===== config.mk =====
export PLATFORM = sky130hd
export DESIGN_NAME = tap_progbuf
export DESIGN_NICKNAME = d
export VERILOG_FILES = /design/src/rtl/tap_progbuf.sv
export SDC_FILE = /design/constraint.sdc
export NUM_CORES = 1
export LEC_CHECK = 0
export BUFFER_PORTS_ARGS = -buffer_cell sky130_fd_sc_hd__buf_2
export CAP_MARGIN = 0
export CORE_MARGIN = 4
export CORE_UTILIZATION = 49
export DETAILED_ROUTE_END_ITERATION = 8
export PLACE_DENSITY_LB_ADDON = 0.05
export SLEW_MARGIN = 20
export SYNTH_ARGS = -nofsm -noshare
export SYNTH_HDL_FRONTEND = slang
export SYNTH_SLANG_ARGS = --single-unit

===== constraint.sdc =====
create_clock -name tck -period 1.4 [get_ports tck]
set_input_delay 0.14 -clock tck [delete_from_list [all_inputs] [get_ports tck]]
set_output_delay 0.14 -clock tck [all_outputs]
set_load 0.02 [all_outputs]

===== src/rtl/tap_progbuf.sv =====
module tap_progbuf #(
  parameter int IR_W = 3,
  parameter logic [IR_W-1:0] PROG_CODE = 3'b100,
  parameter logic [IR_W-1:0] IR_CAPT   = 3'b001
) (
  input  logic       tck,
  input  logic       trst_n,
  input  logic       por_n,
  input  logic       tms,
  input  logic       tdi,
  output logic       tdo,
  output logic       tdo_oe,
  input  logic       cpu_wr,
  input  logic [2:0] cpu_wdata,
  output logic [2:0] cpu_rdata,
  output logic [1:0] prog_src,
  output logic       prog_en
);
  localparam logic [IR_W-1:0] RST_CODE = '1;

  typedef enum logic [3:0] {
    S_TLR, S_RTI, S_SELDR, S_CAPDR, S_SHDR, S_EX1DR, S_PSDR, S_EX2DR, S_UPDR,
    S_SELIR, S_CAPIR, S_SHIR, S_EX1IR, S_PSIR, S_EX2IR, S_UPIR
  } st_t;

  st_t st, st_nx;
  logic            rst_n;
  logic [IR_W-1:0] ir, ir_sr;
  logic [2:0]      dr_sr, pbuf;
  logic            byp;
  logic            sel_prog;

  assign rst_n    = por_n & trst_n;
  assign sel_prog = (ir == PROG_CODE);

  always_comb begin
    case (st)
      S_TLR:   st_nx = tms ? S_TLR   : S_RTI;
      S_RTI:   st_nx = tms ? S_SELDR : S_RTI;
      S_SELDR: st_nx = tms ? S_SELIR : S_CAPDR;
      S_CAPDR: st_nx = tms ? S_EX1DR : S_SHDR;
      S_SHDR:  st_nx = tms ? S_EX1DR : S_SHDR;
      S_EX1DR: st_nx = tms ? S_UPDR  : S_PSDR;
      S_PSDR:  st_nx = tms ? S_EX2DR : S_PSDR;
      S_EX2DR: st_nx = tms ? S_UPDR  : S_SHDR;
      S_UPDR:  st_nx = tms ? S_SELDR : S_RTI;
      S_SELIR: st_nx = tms ? S_TLR   : S_CAPIR;
      S_CAPIR: st_nx = tms ? S_EX1IR : S_SHIR;
      S_SHIR:  st_nx = tms ? S_EX1IR : S_SHIR;
      S_EX1IR: st_nx = tms ? S_UPIR  : S_PSIR;
      S_PSIR:  st_nx = tms ? S_EX2IR : S_PSIR;
      S_EX2IR: st_nx = tms ? S_UPIR  : S_SHIR;
      S_UPIR:  st_nx = tms ? S_SELDR : S_RTI;
      default: st_nx = S_TLR;
    endcase
  end

  always_ff @(posedge tck or negedge rst_n) begin
    if (!rst_n) st <= S_TLR;
    else        st <= st_nx;
  end

  always_ff @(posedge tck or negedge rst_n) begin
    if (!rst_n) begin
      ir    <= RST_CODE;
      ir_sr <= IR_CAPT;
    end else begin
      if (st == S_CAPIR)     ir_sr <= IR_CAPT;
      else if (st == S_SHIR) ir_sr <= {tdi, ir_sr[IR_W-1:1]};
      if (st == S_TLR)       ir <= RST_CODE;
      else if (st == S_UPIR) ir <= ir_sr;
    end
  end

  always_ff @(posedge tck or negedge rst_n) begin
    if (!rst_n) begin
      dr_sr <= '0;
      byp   <= 1'b0;
    end else if (sel_prog) begin
      if (st == S_CAPDR)     dr_sr <= pbuf;
      else if (st == S_SHDR) dr_sr <= {tdi, dr_sr[2:1]};
    end else begin
      if (st == S_CAPDR)     byp <= 1'b0;
      else if (st == S_SHDR) byp <= tdi;
    end
  end

  always_ff @(posedge tck or negedge rst_n) begin
    if (!rst_n)                        pbuf <= '0;
    else if (st == S_TLR)              pbuf <= '0;
    else if (st == S_UPDR && sel_prog) pbuf <= dr_sr;
    else if (cpu_wr)                   pbuf <= cpu_wdata;
  end

  always_ff @(negedge tck or negedge rst_n) begin
    if (!rst_n) begin
      tdo    <= 1'b0;
      tdo_oe <= 1'b0;
    end else begin
      tdo_oe <= (st == S_SHIR) || (st == S_SHDR);
      if (st == S_SHIR)      tdo <= ir_sr[0];
      else if (st == S_SHDR) tdo <= sel_prog ? dr_sr[0] : byp;
      else                   tdo <= 1'b0;
    end
  end

  assign cpu_rdata = pbuf;
  assign prog_src  = pbuf[2:1];
  assign prog_en   = pbuf[0];

  a_r1_selir_escape: assert property (@(posedge tck) disable iff (!rst_n)
    (st == S_SELIR && tms) |=> (st == S_TLR));
  a_r1_tlr_hold: assert property (@(posedge tck) disable iff (!rst_n)
    (st == S_TLR && tms) |=> (st == S_TLR));
  a_r3_capture_pattern: assert property (@(posedge tck) disable iff (!rst_n)
    (st == S_CAPIR) |=> (ir_sr == IR_CAPT));
  a_r4_ir_holds: assert property (@(posedge tck) disable iff (!rst_n)
    (st != S_UPIR && st != S_TLR) |=> $stable(ir));
  a_r6_update_loads: assert property (@(posedge tck) disable iff (!rst_n)
    (st == S_UPDR && sel_prog) |=> (cpu_rdata == $past(dr_sr)));
  a_r9_cpu_write: assert property (@(posedge tck) disable iff (!rst_n)
    (cpu_wr && st != S_TLR && !(st == S_UPDR && sel_prog)) |=> (cpu_rdata == $past(cpu_wdata)));
  a_r10_tlr_clears: assert property (@(posedge tck) disable iff (!rst_n)
    (st == S_TLR) |=> (cpu_rdata == 3'b000));
  a_r8_oe_only_shift: assert property (@(posedge tck) disable iff (!rst_n)
    (st == S_RTI && $past(st) == S_RTI) |-> !tdo_oe);
endmodule


==> results of run 1 <==
## worst max path at each step
stage	from	endpoint	slack (ns)	depth (start not counted)
2_1_floorplan	ir[2]$_DFFE_PN1P_	tdo$_DFF_NN0_	-0.58	3
3_3_place_gp	ir[2]$_DFFE_PN1P_	tdo$_DFF_NN0_	-0.46	3
3_5_place_dp	ir[2]$_DFFE_PN1P_	tdo$_DFF_NN0_	-0.48	3
4_1_cts	ir[2]$_DFFE_PN1P_	tdo$_DFF_NN0_	-0.50	3
5_1_grt	ir[2]$_DFFE_PN1P_	tdo$_DFF_NN0_	-0.62	3
6_report	ir[2]$_DFFE_PN1P_	tdo$_DFF_NN0_	-0.56	3
## synthesized netlist by cell type (2+ instances only)
master    instances  area (sq um)
dfrtp_1          13           325
o21ai_0          10          50.1
a21oi_1           9          45.0
nor2_1            8          30.0
nand2_1           7          26.3
nand3_1           6          30.0
o22ai_1           6          37.5
inv_1             5          18.8
mux2_2            5          56.3
buf_4             4          30.0
dfstp_2           4           105
mux2i_1           4          40.0
a22oi_1           3          22.5
clkbuf_1          3          11.3
nor3_1            3          15.0
a211oi_1          2          15.0
and2_1            2          12.5
dfrtn_1           2          50.1
o31ai_1           2          15.0
## worst reg2reg max path: cells and delay by family, from the launching register on
family	cells	cell delay (ns)
DFF	1	0.56
AOI/OAI and AO/OA	1	0.11
and+or+nand+nor	1	0.22
muxes	1	0.21
## stage by stage
step           setup slack (ns)  util (%)
2_1_floorplan            -0.584         -
3_3_place_gp             -0.459      64.8
3_5_place_dp             -0.477      64.8
4_1_cts                  -0.498      74.4
5_1_grt                  -0.617      82.3
6_report                 -0.564      82.3
## layout make-up
cell class                      instances  area [sq um]
Multi-Input combinational cell         80           646
Clock inverter                          1          5.00
Timing Repair Buffer                   59           470
Fill cell                             120           362
Tap cell                               27          33.8
Inverter                                5          22.5
Clock buffer                            3          22.5
Sequential cell                        19           480
## kinds of logic after synthesis
group | after synthesis | synth area share [%]
mux | 9 | 8.87
buf+inv | 14 | 7.03
simple gates | 31 | 15.9
compound gates | 39 | 23.2
xor+xnor | 1 | 0.807
flops | 19 | 44.2
## sequential cells by signal, summed over array words and instances, names as in the netlist
| register | flops |
|---|---|
| st | 4 |
| tdo | 1 |
| byp | 1 |
| dr_sr | 3 |
| cpu_rdata | 3 |
| tdo_oe | 1 |
| ir | 3 |
| ir_sr | 3 |
## power groups by stage
stage	clock network (mW)	registers [mW]	logic (mW)
2_1_floorplan	0	1.05	1.04
3_3_place_gp	0	0.954	1.67
3_5_place_dp	0	0.960	1.71
4_1_cts	0.283	0.969	2.08
5_1_grt	0.316	1.02	2.71
6_report	0.292	0.996	2.55
## what timing repair did
action / 4_1_cts / 5_1_grt
endpoints found under the hold margin: 13 / 0
endpoints found under the setup margin: 8 / 18
resized for setup: 24 / 24
hold buffers: 2 / 0
pin swaps: 2 / 12
buffers inserted: 10 / 11
## per-layer routing
metal | vias to the layer above | global-route usage (%)
li1 | 528 | -
met1 | 555 | 25.6
met4 | 0 | 10.9
met3 | 10 | 4.02
met5 | - | 0
met2 | 50 | 36.8
==> reports/qor.csv, run 1 <==
stage,metric,value,unit
floorplan,Std-Cell Rows,16,
worst_setup_path,"reg-to-reg slack, setup",-0.56,ns
floorplan,Core Area,2040,sq um
run_status,status,finished with violations,
worst_hold_path,Hold Startpoint,cpu_wdata[2],
logic_synthesis,Synth Flop Type,dfrtp_1,
power,VDD IR max,1620,uV
layout,"commonest non-fill, non-tap cell in the layout",buf_4,
placed_design,Placed Cells,170,
power,clock power share,7.6,%
cts,Max H-tree Level,1,
power,Int Power,2.18,mW
logic_synthesis,warnings from Yosys,0,
worst_setup_path,reg2reg start,ir[2]$_DFFE_PN1P_,
timing,setup_tns,-2.50,ns
worst_setup_path,worst r2r path cells,3,
cts,clock sink count,19,
layout,NumNets Final,177,
layout,final instance area,1680,sq um
logic_synthesis,register area share after synthesis,44.2,%
worst_hold_path,worst hold path class,in -> reg,
worst_setup_path,CP endpoint kind,register,
cts,"Clk Latency, worst-skew pair",0.30,ns
cts,Longest Clk Path Bufs,2,
worst_setup_path,worst path required time,0.84,ns
logic_synthesis,"flops & latches, synth",19,
routing,max layer used,met4,
worst_setup_path,"Arr. time, crit path",1.40,ns
floorplan,die area,3030,sq um
power,sw power,1.65,mW
global_route,total grt overflow,0,
timing,"Slew Viols, Final",0,
floorplan,die width,55.1,um
power,PwrDens,2280,nW/um^2
job,Maximum Capacitance Violations,0,
logic_synthesis,Yosys cell types,34,
power,Sw Share,43.2,%
placed_design,GPL Wtd Cong,0.900,
routing,vias per cell,5.89,
routing,wl on met1,1.45,mm
routing,via count,1143,
worst_setup_path,Max stage delay on crit path,0.56,ns
logic_synthesis,Post-Syn Area,1090,sq um
timing,slack of the critical path,-0.564,ns
worst_setup_path,FF-to-FF End,tdo$_DFF_NN0_,
worst_setup_path,crit path kind,reg -> reg,
timing,worst rel slew slack,76.5,%
floorplan,starting density of the core,53.2,%
timing,Worst Skew,0.00360,ns
global_route,global-route wire length before repair,4.69,mm
worst_setup_path,critical path cell sequence,nor3b_4 > mux2i_1 > o22ai_1,
cts,CTS Buf Count,3,
placed_design,HPWL after detailed placement,1.89,mm
placed_design,DP Area,1320,sq um
worst_setup_path,Critical Path Start Type,register,
cts,"Reg clk slew, reported paths",0.12,ns
timing,Final setup viols,12,
routing,met2 wire len,1.68,mm
routing,met3 WL,225,um
worst_setup_path,CP max FO,2,
cts,CTS tree,built,
floorplan,die height,55.1,um
logic_synthesis,Mapped Nets,122,
worst_setup_path,"Buf+Inv Stages, Crit Path",0,
routing,# DRC,0,
global_route,largest net degree at the start of global routing,16,
worst_hold_path,Hold EP,cpu_rdata[2]$_DFFE_PN0P_,
worst_setup_path,CP top delay family,flip-flops,
layout,Antenna diodes,0,
layout,non-filler instance count after layout,194,
logic_synthesis,Syn Inst Count,113,
timing,Worst-Margin Slew,0.342,ns
routing,drt wl/cell,17.6,um
power,proportion of power drawn by flip-flops and latches,26.0,%
floorplan,# IOs,17,
global_route,GRT Total Usage,21.5,%
layout,layout cells sized above 1,58.1,%
placed_design,buffers added on ports,16,
power,total chip power,3.83,mW
worst_setup_path,"Max stage delay cell, worst path",dfstp_2,
global_route,vias in the first global route,1062,
run_status,failing checks,setup timing,
timing,Hold WS,0.179,ns
logic_synthesis,syn avg cell area,9.61,sq um
routing,DR pass1 iterations,4,
timing,final hold vios,0,
worst_hold_path,Hold Crit Depth,3,
power,Leak,0.776,nW
layout,Area Growth Syn to Fin,54.7,%
global_route,initial antenna violation count,0,
power,Comb power frac,66.4,%
routing,post-route ant nets,0,
cts,CTS root buf,clkbuf_4,
routing,DRT iter0 DRCs,31,
timing,unrepaired setup endpoints after global routing,yes,
logic_synthesis,"EDFF count, synth",0,
logic_synthesis,"Async S/R FF share, synth",100,%
routing,routed wire length,3.42,mm
layout,most frequent cells in the layout,"30 x buf_4, 14 x buf_2, 13 x dfrtp_1",
Note: power is estimated with default switching activity, not from simulation.
==> run 2, diff against run 1 <==
GPL_TIMING_DRIVEN = 0   (was default)
==> run 2 against run 1 <==
The run still ends with setup timing left. Design area decreased by 18%. Largest cell class unchanged. Critical path type unchanged. Non-clock buffer count shrank 25. Combinational power fell by 29%. First-iteration DRC count down 6.5%. Critical endpoint unchanged. Count of clock-buffer cells in the layout is 1 higher. Global-route usage down 4.2 points.
==> reports/qor.csv, run 2 (synthesized netlist as in run 1, its figures left out) <==
stage,metric,value,unit,change
run_status,status,finished with violations,,unchanged
run_status,failing checks,setup timing,,unchanged
floorplan,starting density of the core,53.2,%,unchanged
global_route,initial antenna violation count,0,,unchanged
power,total chip power,3.09,mW,was 3.83 mW
routing,post-route ant nets,0,,unchanged
routing,via count,976,,was 1143
worst_setup_path,worst path required time,0.85,ns,was 0.84 ns
worst_setup_path,"Arr. time, crit path",1.39,ns,was 1.40 ns
worst_setup_path,Max stage delay on crit path,0.55,ns,was 0.56 ns
layout,layout cells sized above 1,40.1,%,was 58.1%
layout,non-filler instance count after layout,169,,was 194
timing,"Slew Viols, Final",0,,unchanged
layout,Largest register FFs,4,,unchanged
timing,Final setup viols,11,,was 12
placed_design,GPL Wtd Cong,0.835,,was 0.900
layout,most frequent cells in the layout,"14 x buf_2, 12 x dfrtp_1, 11 x buf_4",,"was 30 x buf_4, 14 x buf_2, 13 x dfrtp_1"
global_route,GRT Total Usage,17.3,%,was 21.5%
worst_hold_path,worst hold path class,in -> async,,was in -> reg
power,Comb power frac,58.3,%,was 66.4%
placed_design,Placed Cells,156,,was 170
floorplan,Core Area,2040,sq um,unchanged
routing,vias per cell,5.78,,was 5.89
routing,DRT iter0 DRCs,29,,was 31
worst_setup_path,crit path kind,reg -> reg,,unchanged
routing,drt wl/cell,14.9,um,was 17.6 um
layout,largest register by flop count,st,,unchanged
global_route,vias in the first global route,864,,was 1062
worst_setup_path,"Buf+Inv Stages, Crit Path",0,,unchanged
layout,Fillers,178,,was 120
cts,Longest Clk Path Bufs,2,,unchanged
global_route,global-route wire length before repair,3.71,mm,was 4.69 mm
worst_setup_path,critical path cell sequence,nor3b_4 > mux2i_1 > o22ai_2,,was nor3b_4 > mux2i_1 > o22ai_1
worst_setup_path,Critical Path Start Type,register,,unchanged
worst_setup_path,"Max stage delay cell, worst path",dfstp_2,,unchanged
floorplan,# IOs,17,,unchanged
power,VDD IR max,1360,uV,was 1620 uV
timing,slack of the critical path,-0.539,ns,was -0.564 ns
cts,clock sink count,19,,unchanged
placed_design,buffers added on ports,16,,unchanged
cts,CTS Buf Count,3,,unchanged
routing,# DRC,0,,unchanged
power,Sw Share,44.0,%,was 43.2%
cts,CTS tree,built,,unchanged
layout,NumNets Final,152,,was 177
cts,Max H-tree Level,1,,unchanged
job,Maximum Capacitance Violations,0,,unchanged
worst_setup_path,CP top delay family,flip-flops,,unchanged
power,proportion of power drawn by flip-flops and latches,32.4,%,was 26.0%
global_route,total grt overflow,0,,unchanged
power,clock power share,9.4,%,was 7.6%
timing,Worst Skew,0.00371,ns,was 0.00360 ns
timing,worst rel slew slack,44.2,%,was 76.5%
cts,cts hold-fix bufs,0,,was 2
timing,Hold WS,0.0113,ns,was 0.179 ns
timing,Worst-Margin Slew,0.837,ns,was 0.342 ns
worst_setup_path,CP endpoint kind,register,,unchanged
timing,unrepaired setup endpoints after global routing,yes,,unchanged
power,Int Power,1.73,mW,was 2.18 mW
layout,Area Growth Syn to Fin,26.5,%,was 54.7%
floorplan,die height,55.1,um,unchanged
power,Leak,0.610,nW,was 0.776 nW
cts,CTS root buf,clkbuf_4,,unchanged
floorplan,Std-Cell Rows,16,,unchanged
floorplan,die width,55.1,um,unchanged
timing,final hold vios,0,,unchanged
floorplan,die area,3030,sq um,unchanged
power,sw power,1.36,mW,was 1.65 mW
placed_design,HPWL after detailed placement,1.71,mm,was 1.89 mm
worst_setup_path,CP max FO,2,,unchanged
routing,DR pass1 iterations,4,,unchanged
layout,Antenna diodes,0,,unchanged
cts,"Reg clk slew, reported paths",0.11,ns,was 0.12 ns
layout,"commonest non-fill, non-tap cell in the layout",buf_2,,was buf_4
cts,"Clk Latency, worst-skew pair",0.31,ns,was 0.30 ns
power,PwrDens,2250,nW/um^2,was 2280 nW/um^2
global_route,largest net degree at the start of global routing,20,,was 16
routing,routed wire length,2.51,mm,was 3.42 mm
run 2: cell types whose count changed in the layout (fill, tap and decap cells not counted), sizes merged:
cell | before | now
buf | 57 | 30
clkinv | 1 | 0
clkbuf | 3 | 8
dlygate4sd3 | 2 | 0
run 2: path summary, 6_finish.rpt:
| path | startpoint | endpoint | depth (start not counted) | slack, ns |
|---|---|---|---|---|
| min in group tck | tdi | byp$_DFFE_PN0P_ | 3 | 0.15 |
| setup reg to reg | ir[2]$_DFFE_PN1P_ | tdo$_DFF_NN0_ | 3 | -0.54 |
| max in group asynchronous | por_n | tdo$_DFF_NN0_ | 2 | 0.25 |
| hold / removal | trst_n | st[3]$_DFF_PN0_ | 2 | 0.01 |
| hold reg to reg | byp$_DFFE_PN0P_ | byp$_DFFE_PN0P_ | 2 | 0.51 |
| setup / recovery | ir[2]$_DFFE_PN1P_ | tdo$_DFF_NN0_ | 3 | -0.54 |
run 2: per-stage QoR:
stage	TNS, ns	setup slack (ns)	utilization (%)	area (sq um)
6_report	-2.25	-0.539	67.3	1370
5_1_grt	-3.14	-0.565	67.3	1370
4_1_cts	-2.28	-0.521	62.4	1270
3_5_place_dp	-2.77	-0.697	59.1	1210
3_3_place_gp	-2.55	-0.711	59.1	1210
2_1_floorplan	-1.20	-0.584	-	1090
run 2: power groups by stage:
| stage | clock (mW) | sequential (mW) | combinational (mW) |
|---|---|---|---|
| after CTS | 0.296 | 1.02 | 1.49 |
| after floorplan | 0 | 1.05 | 1.04 |
| after global routing | 0.314 | 1.03 | 1.96 |
| final | 0.289 | 1.00 | 1.80 |
| after detailed placement | 0 | 1.02 | 1.42 |
| after global placement | 0 | 1.01 | 1.39 |
run 2: area by class of cell:
class                      count  area (sq um)  area share (%)
multi-input combinational     80           579            42.2
buffer                         9          66.3            4.83
inverter                       5          22.5            1.64
sequential                    19           482            35.1
clock buffer                   4          26.3            1.91
timing repair buffer          25           164            11.9
tap                           27          33.8            2.46
run 2: what timing repair did:
action                                  in CTS  in global routing
buffers inserted                             2                  7
pin swaps                                    0                  3
endpoints found under the setup margin      18                 21
cloned                                       0                  0
resized for setup                            8                 14
run 2: worst register-to-register path, cell delays in order (launching register included):
cell and delay [ns]:
dfstp_2 0.55, nor3b_4 0.22, mux2i_1 0.24, o22ai_2 0.08
run 2: per-layer routing:
| metal | global-route usage (%) | part of all wire [%] |
|---|---|---|
| met1 | 21.1 | 45 |
| met2 | 29.3 | 47 |
| met3 | 2.41 | 6.3 |
| met4 | 9.72 | 2.0 |
| met5 | 0 | 0 |
==> run 3, diff against run 2 <==
CORE_UTILIZATION = 54   (was 49)
HOLD_SLACK_MARGIN = 0.05   (was default)
clock period = 1.8 ns   (was 1.4 ns; I/O delays follow)
==> run 3 against run 2 <==
The flow still finishes with violations (setup timing). Sequential power down 21%. Count of clock-buffer cells in the layout shrank 1. Via count is 3.3% higher. Non-clock buffer count down 1. Sequential cell count did not move. Clock power shrank 24%. Final cell count down 1.8%. First-iteration DRC count is 62% higher. Critical endpoint unchanged. Largest cell class unchanged.
==> reports/qor.csv, run 3 (synthesized netlist as in run 1, its figures left out) <==
stage,metric,value,unit,change
layout,layout cells sized above 1,38.3,%,was 40.1%
worst_setup_path,CP max FO,2,,unchanged
timing,Final setup viols,4,,was 11
timing,slack of the critical path,-0.358,ns,was -0.539 ns
worst_hold_path,worst hold path class,in -> async,,unchanged
routing,vias per cell,6.07,,was 5.78
timing,Hold WS,0.0607,ns,was 0.0113 ns
cts,clock sink count,19,,unchanged
worst_setup_path,"Max stage delay cell, worst path",dfstp_2,,unchanged
floorplan,Std-Cell Rows,15,,was 16
placed_design,HPWL after detailed placement,1.65,mm,was 1.71 mm
global_route,initial antenna violation count,0,,unchanged
global_route,GRT Total Usage,19.2,%,was 17.3%
worst_setup_path,worst path required time,1.05,ns,was 0.85 ns
global_route,vias in the first global route,908,,was 864
cts,"Reg clk slew, reported paths",0.11,ns,about the same
floorplan,die area,2790,sq um,was 3030 sq um
layout,post-layout util,72.5,%,was 67.3%
cts,CTS Buf Count,3,,unchanged
floorplan,die height,52.8,um,was 55.1 um
worst_setup_path,Critical Path Start Type,register,,unchanged
floorplan,Core Area,1820,sq um,was 2040 sq um
cts,Max H-tree Level,1,,unchanged
routing,routed wire length,2.54,mm,was 2.51 mm
global_route,total grt overflow,0,,unchanged
run_status,failing checks,setup timing,,unchanged
timing,final hold vios,0,,unchanged
layout,NumNets Final,151,,was 152
cts,Longest Clk Path Bufs,2,,unchanged
placed_design,GPL Wtd Cong,0.885,,was 0.835
timing,Worst Skew,0.00605,ns,was 0.00371 ns
timing,Worst-Margin Slew,0.846,ns,was 0.837 ns
layout,Largest register FFs,4,,unchanged
worst_setup_path,"reg-to-reg slack, setup",-0.36,ns,was -0.54 ns
worst_setup_path,crit path kind,reg -> reg,,unchanged
layout,Antenna diodes,0,,unchanged
routing,DR pass1 iterations,4,,unchanged
placed_design,buffers added on ports,16,,unchanged
floorplan,# IOs,17,,unchanged
global_route,global-route wire length before repair,3.93,mm,was 3.71 mm
cts,"Clk Latency, worst-skew pair",0.30,ns,was 0.31 ns
placed_design,pre-CTS setup slack,-0.510,ns,was -0.697 ns
floorplan,die width,52.8,um,was 55.1 um
worst_setup_path,critical path cell sequence,nor3b_4 > mux2i_1 > o22ai_2,,unchanged
routing,drt wl/cell,15.3,um,was 14.9 um
timing,worst rel slew slack,43.6,%,was 44.2%
layout,Fillers,148,,was 178
power,PwrDens,1750,nW/um^2,was 2250 nW/um^2
cts,CTS root buf,clkbuf_4,,unchanged
cts,cts hold-fix bufs,0,,unchanged
run_status,status,finished with violations,,unchanged
power,VDD IR max,940,uV,was 1360 uV
layout,"commonest non-fill, non-tap cell in the layout",buf_2,,unchanged
floorplan,starting density of the core,59.7,%,was 53.2%
timing,"Slew Viols, Final",0,,unchanged
routing,# DRC,0,,unchanged
timing,setup_tns,-0.754,ns,was -2.25 ns
routing,DRT iter0 DRCs,47,,was 29
routing,post-route ant nets,0,,unchanged
global_route,largest net degree at the start of global routing,20,,unchanged
layout,Area Growth Syn to Fin,21.5,%,was 26.5%
job,Maximum Capacitance Violations,0,,unchanged
worst_setup_path,"Arr. time, crit path",1.40,ns,was 1.39 ns
layout,most frequent cells in the layout,"15 x buf_2, 12 x buf_4, 12 x dfrtp_1",,"was 14 x buf_2, 12 x dfrtp_1, 11 x buf_4"
worst_setup_path,Max stage delay on crit path,0.54,ns,was 0.55 ns
routing,via count,1008,,was 976
cts,CTS tree,built,,unchanged
power,total chip power,2.31,mW,was 3.09 mW
layout,largest register by flop count,st,,unchanged
power,Leak,0.584,nW,was 0.610 nW
timing,unrepaired setup endpoints after global routing,yes,,unchanged
worst_setup_path,CP endpoint kind,register,,unchanged
[run 3: changes by cell type in the layout (fill, tap and decap cells not counted), sizes merged]
cell | previous run | this run
clkbuf | 8 | 6
clkinv | 0 | 1
[run 3: worst paths after layout]
path / startpoint / endpoint / cells after the start
max: ir[2]$_DFFE_PN1P_ / tdo$_DFF_NN0_ / 3
min: trst_n / cpu_rdata[0]$_DFFE_PN0P_ / 2
max reg2reg: ir[2]$_DFFE_PN1P_ / tdo$_DFF_NN0_ / 3
min reg2reg: ir_sr[0]$_DFFE_PN1N_ / ir_sr[0]$_DFFE_PN1N_ / 2
max in group asynchronous: por_n / tdo_oe$_DFF_NN0_ / 2
min in group tck: tdi / byp$_DFFE_PN0P_ / 3
[run 3: what timing repair did]
action | CTS | global route
pin swaps | 1 | 1
gates cloned | 0 | 0
endpoints found under the setup margin | 4 | 4
gates resized for setup | 6 | 6
buffers inserted | 8 | 1
[run 3: routing by layer]
layer  up-vias  global-route usage [%]  part of all wire [%]
met3         6                    3.42                   6.3
met2        51                    29.5                    50
met1       478                    26.5                    42
met5         -                       0                     0
met4         0                    7.23                   1.5
li1        473                       -                     -
[run 3: stage by stage]
step | cell area, sq um | instances
5_1_grt | 1320 | 166
6_report | 1320 | 166
2_1_floorplan | 1090 | 113
3_3_place_gp | 1200 | 154
4_1_cts | 1300 | 166
3_5_place_dp | 1200 | 154
[run 3: report_power, final]
part,internal [mW],switching (mW),total (mW)
logic,0.576,0.725,1.30
clock network,0.0829,0.137,0.220
registers,0.626,0.160,0.786
[run 3: cell type report]
type                            count  area, sq um  share of cell area (%)
Inverter                            5         22.5                    1.71
Clock buffer                        3         22.5                    1.71
Tap cell                           25         31.3                    2.37
Buffer                              8         50.0                    3.79
Clock inverter                      1         5.00                   0.379
Sequential cell                    19          482                    36.5
Timing Repair Buffer               25          160                    12.1
Multi-Input combinational cell     80          547                    41.4
[run 3: critical path, delay by kind of cell, from the launching register on]
kind | cells | cell delay, ns
flops | 1 | 0.54
compound gates | 1 | 0.09
mux | 1 | 0.26
simple gates | 1 | 0.21
